### src/rtl/pbus_card_decode.sv
module pbus_card_decode #(
  parameter int ADDR_W = 16,
  parameter int DATA_W = 8,
  parameter int SLOTS  = 8,
  parameter int ROM_AW = 11,
  parameter int IO_AW  = 8,
  parameter logic [ADDR_W-1:0] SEL_ADDR = 16'hD1FF,
  parameter logic [ADDR_W-1:0] ROM_BASE = 16'hD800,
  parameter logic [ADDR_W-1:0] IO_BASE  = 16'hD100,
  localparam int SLOT_W = $clog2(SLOTS)
) (
  input  logic              clk,
  input  logic              rst_n,
  input  logic              phi2,
  input  logic              rw,
  input  logic [ADDR_W-1:0] addr,
  input  logic [DATA_W-1:0] data_in,
  input  logic [SLOT_W-1:0] slot,
  input  logic [DATA_W-1:0] rom_rdata,
  input  logic [DATA_W-1:0] io_rdata,
  output logic              card_selected,
  output logic              host_rom_off,
  output logic              rom_cs,
  output logic [ROM_AW-1:0] rom_addr,
  output logic              io_cs,
  output logic [IO_AW-1:0]  io_addr,
  output logic [DATA_W-1:0] data_out,
  output logic              data_oe
);
  localparam int ROM_TAG_W = ADDR_W - ROM_AW;
  localparam int IO_TAG_W  = ADDR_W - IO_AW;
  localparam logic [ROM_TAG_W-1:0] ROM_TAG = ROM_BASE[ADDR_W-1:ROM_AW];
  localparam logic [IO_TAG_W-1:0]  IO_TAG  = IO_BASE[ADDR_W-1:IO_AW];

  logic [SLOTS-1:0] sel_q;
  logic             sel_wr, in_rom, in_io;

  assign sel_wr = phi2 && !rw && (addr == SEL_ADDR);

  always_ff @(posedge clk or negedge rst_n)
    if (!rst_n)      sel_q <= '0;
    else if (sel_wr) sel_q <= data_in[SLOTS-1:0];

  assign card_selected = sel_q[slot];
  assign in_rom   = addr[ADDR_W-1:ROM_AW] == ROM_TAG;
  assign in_io    = (addr[ADDR_W-1:IO_AW] == IO_TAG) && (addr != SEL_ADDR);
  assign rom_cs   = card_selected && in_rom;
  assign io_cs    = card_selected && in_io;
  assign host_rom_off = rom_cs;
  assign rom_addr = addr[ROM_AW-1:0];
  assign io_addr  = addr[IO_AW-1:0];
  assign data_oe  = phi2 && rw && (rom_cs || io_cs);
  assign data_out = rom_cs ? rom_rdata : (io_cs ? io_rdata : '0);
endmodule


### config.mk
export PLATFORM = sky130hd
export DESIGN_NAME = pbus_card_decode
export DESIGN_NICKNAME = d
export VERILOG_FILES = /design/src/rtl/pbus_card_decode.sv
export SDC_FILE = /design/constraint.sdc
export NUM_CORES = 1
export LEC_CHECK = 0
export ABC_AREA = 1
export BUFFER_PORTS_ARGS = -buffer_cell sky130_fd_sc_hd__buf_2
export CORE_MARGIN = 1.5
export CORE_UTILIZATION = 40
export DETAILED_ROUTE_END_ITERATION = 12
export MAX_ROUTING_LAYER = met4
export PLACE_DENSITY = 0.9
export SLEW_MARGIN = 20
export SYNTH_ARGS = -nofsm -noshare
export SYNTH_HDL_FRONTEND = slang
export SYNTH_SLANG_ARGS = --single-unit
### constraint.sdc
create_clock -name clk -period 2.4 [get_ports clk]
set_input_delay 0.24 -clock clk [delete_from_list [all_inputs] [get_ports clk]]
set_output_delay 0.24 -clock clk [all_outputs]
set_load 0.01 [all_outputs]
==> metrics.md <==
| Metric | Value |
|---|---|
| WL/cell | `10.1 um` |
| Fill cell count | `210` |
| Storage cell area | `200 sq um` |
| Die height | `49.3 um` |
| DR iter-0 viols | `16` |
| Total Routing Usage GR | `0.207` |
| DR vias | `1,019` |
| Via/cell ratio | `4.53` |
| Max reg flops | `8` |
| CP endpoint kind | `primary output` |
| Status | `completed` |
| Cell mode on critical path | `nand2_1` |
| Synth-to-layout area growth | `34.7%` |
| Most flops, register | `sel_q` |
| Crit Path Class | `register to primary output` |
| Final layout net count | `247` |
| Fraction of registers with async set/reset | `1.00` |
| Drt total wl | `2.28 mm` |
| Clock transition at the registers of the reported paths | `50 ps` |
| RD Place Congestion | `0.821` |
| H-tree Lvls | `1` |
| Die ar. | `2430 sq um` |
| CP Buf/Inv Count | `2` |
| Top Metal Used | `met4` |
| # diodes | `0` |
| Setup Viol. Count Final | `0` |
| Cts bufs inserted | `3` |
| Synth top area share | `0.233` |
| Core area | `1980 sq um` |
| Post-route worst setup slack | `710 ps` |
| Maximum vdd drop | `0.231 mV` |
| Max Freq | `0.592 GHz` |
| Starting Density | `0.433` |
| Tmin final | `1690 ps` |
| Root Buffer | `clkbuf_4` |
| Final setup TNS | `0 ps` |
| Mapped cell area | `858 sq um` |
| Worst slack at placement | `835 ps` |
| Crit-path max cell delay | `360 ps` |
| I/O pin count | `79` |
| Share of cells above drive strength 1 | `0.465` |
| Footprint of the multi-input gates | `420 sq um` |
| Number of global-route vias before repair | `938` |
| CP required | `2160 ps` |
| Hold Startpoint | `data_in[2]` |
| Crit path DAT | `1450 ps` |
| Post-route DRC violation count | `0` |
| Post-CTS Resized | `0` |
| CTS Buffer Depth | `2` |
| Crit-path cells | `inv_1 > nand2_1 > nand3_1 > nand2_1 > nand2_2 > nand2_4 > o21ai_0 > nor2_1 > buf_2` |
| Slew @ Worst Pin | `411 ps` |
| Count leader, synth | `nand2_1` |
| Site Rows | `16` |
| Post-DP HPWL | `1.91 mm` |
| Slowest-stage cell, CP | `dfrtp_1` |
| EDFF count, synth | `0` |
| Largest delay share family, worst path | `simple AND/OR/NAND/NOR gates` |
| Hold Path Class | `input pin to register` |
| Setup crit start kind | `register` |
| Setup Fix Bufs, Post-CTS | `0` |
| Final Max Slew Viols | `0` |
| Library cells used by synthesis | `18` |
| Clock Skew | `0 ps` |
| Initial antenna violation count | `0` |
| Hold-fix buffers, CTS | `1` |
| Congestion Overflow GR | `0` |
| Syn_area_per_cell | `6.27 sq um` |
| Post-synthesis cell count | `137` |
| Share of the yosys chip area belonging to registers | `0.233` |
| Largest net degree at the start of global routing | `19` |
| Fin. Hold Viols | `0` |
| #FFs+latches synth | `8` |
| Biggest area consumer among synthesized cells | `dfrtp_1` |
| WL met2 | `1.13 mm` |
| RSZ-0062 raised after global routing | `false` |
| Synth area leaders | `dfrtp_1 23%, nand2_1 19%, buf_4 17%, nand3_1 16%, inv_1 7.4%` |
| Worst R2R Start | `sel_q[7]` |
| Top_reg_cell synth | `dfrtp_1` |
| Most frequent cells after synthesis | `43 x nand2_1, 28 x nand3_1, 20 x buf_4` |
| LEAKAGE | `0.765 nW` |
| WL met1 | `967 um` |
| Biggest regs | `sel_q (8)` |
| CTS tree | `done` |
| Port Buffers | `78` |
| Syn_nets | `184` |
| PwrDens | `294 nW/um^2` |
| Rel. slew slack | `0.725` |
| Post-DRT Antenna Nets | `0` |
| Die width | `49.3 um` |
| Max Cap Violations | `0` |
| Fin crit share | `0.704` |
| Global-route wire length before repair | `3.92 mm` |
| Met3 wire length | `178 um` |
| CTS sink cnt | `8` |
| Worst Setup SP | `sel_q[7]` |
| Pre-antenna DRT Iters | `4` |
| Clk Latency, worst-skew pair | `240 ps` |
| Synth warnings | `0` |
| Max FO, Critical Path | `18` |
==> stage by stage <==
step	hold WS (ps)	total power [W]	util	std cells	area [sq um]
3_3_place_gp	85.7	0.000240	0.567	221	1120
3_5_place_dp	90.4	0.000243	0.567	221	1120
6_report	219	0.000339	0.583	225	1160
2_1_floorplan	-55.6	0.000200	-	137	858
4_1_cts	211	0.000345	0.583	225	1160
5_1_grt	219	0.000366	0.583	225	1160
==> layout by cell type (no fill, tap or decap) <==
cell | Yosys | routed
clkinv_1 | 1 | 1
nor2_1 | 3 | 3
nand3_2 | 1 | 1
nor3_4 | 1 | 1
nand4_1 | 2 | 2
nand2_1 | 43 | 43
dfrtp_1 | 8 | 8
buf_4 | 20 | 1
nand2_2 | 2 | 2
clkbuf_4 | 0 | 3
inv_2 | 1 | 1
nand3_1 | 28 | 28
nor2_2 | 3 | 3
o21ai_0 | 2 | 2
dlygate4sd3_1 | 0 | 1
nor3_1 | 1 | 1
nand2_4 | 2 | 2
inv_1 | 17 | 17
buf_2 | 1 | 78
==> layout make-up <==
class | instances | share of cell area
multi-input combinational | 88 | 0.364
timing repair buffer | 80 | 0.353
sequential | 8 | 0.173
inverter | 19 | 0.0617
tap | 27 | 0.0292
clock buffer | 3 | 0.0195
==> worst paths after layout <==
check	end	slack, ps	depth (start not counted)
max in group asynchronous	sel_q[0]	1870	2
max	data_oe	710	9
min reg2reg	sel_q[4]	460	2
min	sel_q[2]	220	3
min in group asynchronous	sel_q[2]	370	2
max reg2reg	sel_q[7]	1770	2
==> power breakdown <==
part	switching [W]	total, W	internal (W)
registers	0.0000000134	0.000135	0.000135
clock network	0.0000411	0.0000980	0.0000569
logic	0.0000570	0.000106	0.0000493
total	0.0000980	0.000339	0.000241
==> kinds of logic after synthesis <==
group	synth area share
buffers and inverters	0.277
AO/OA/AOI/OAI	0.0117
flip-flops	0.233
AND/OR/NAND/NOR	0.478
==> worst reg2reg max path, stage by stage, from the launching register on <==
cell     delay, ps
dfrtp_1        390
nand2_1         70
nand2_1         60
==> layer usage <==
metal  vias up  global-route usage
met4         0              0.0714
li1        536                   -
met5         -                   -
met3         2              0.0307
met2        44               0.360
met1       437               0.242
Power figures use the tool's default switching activity.
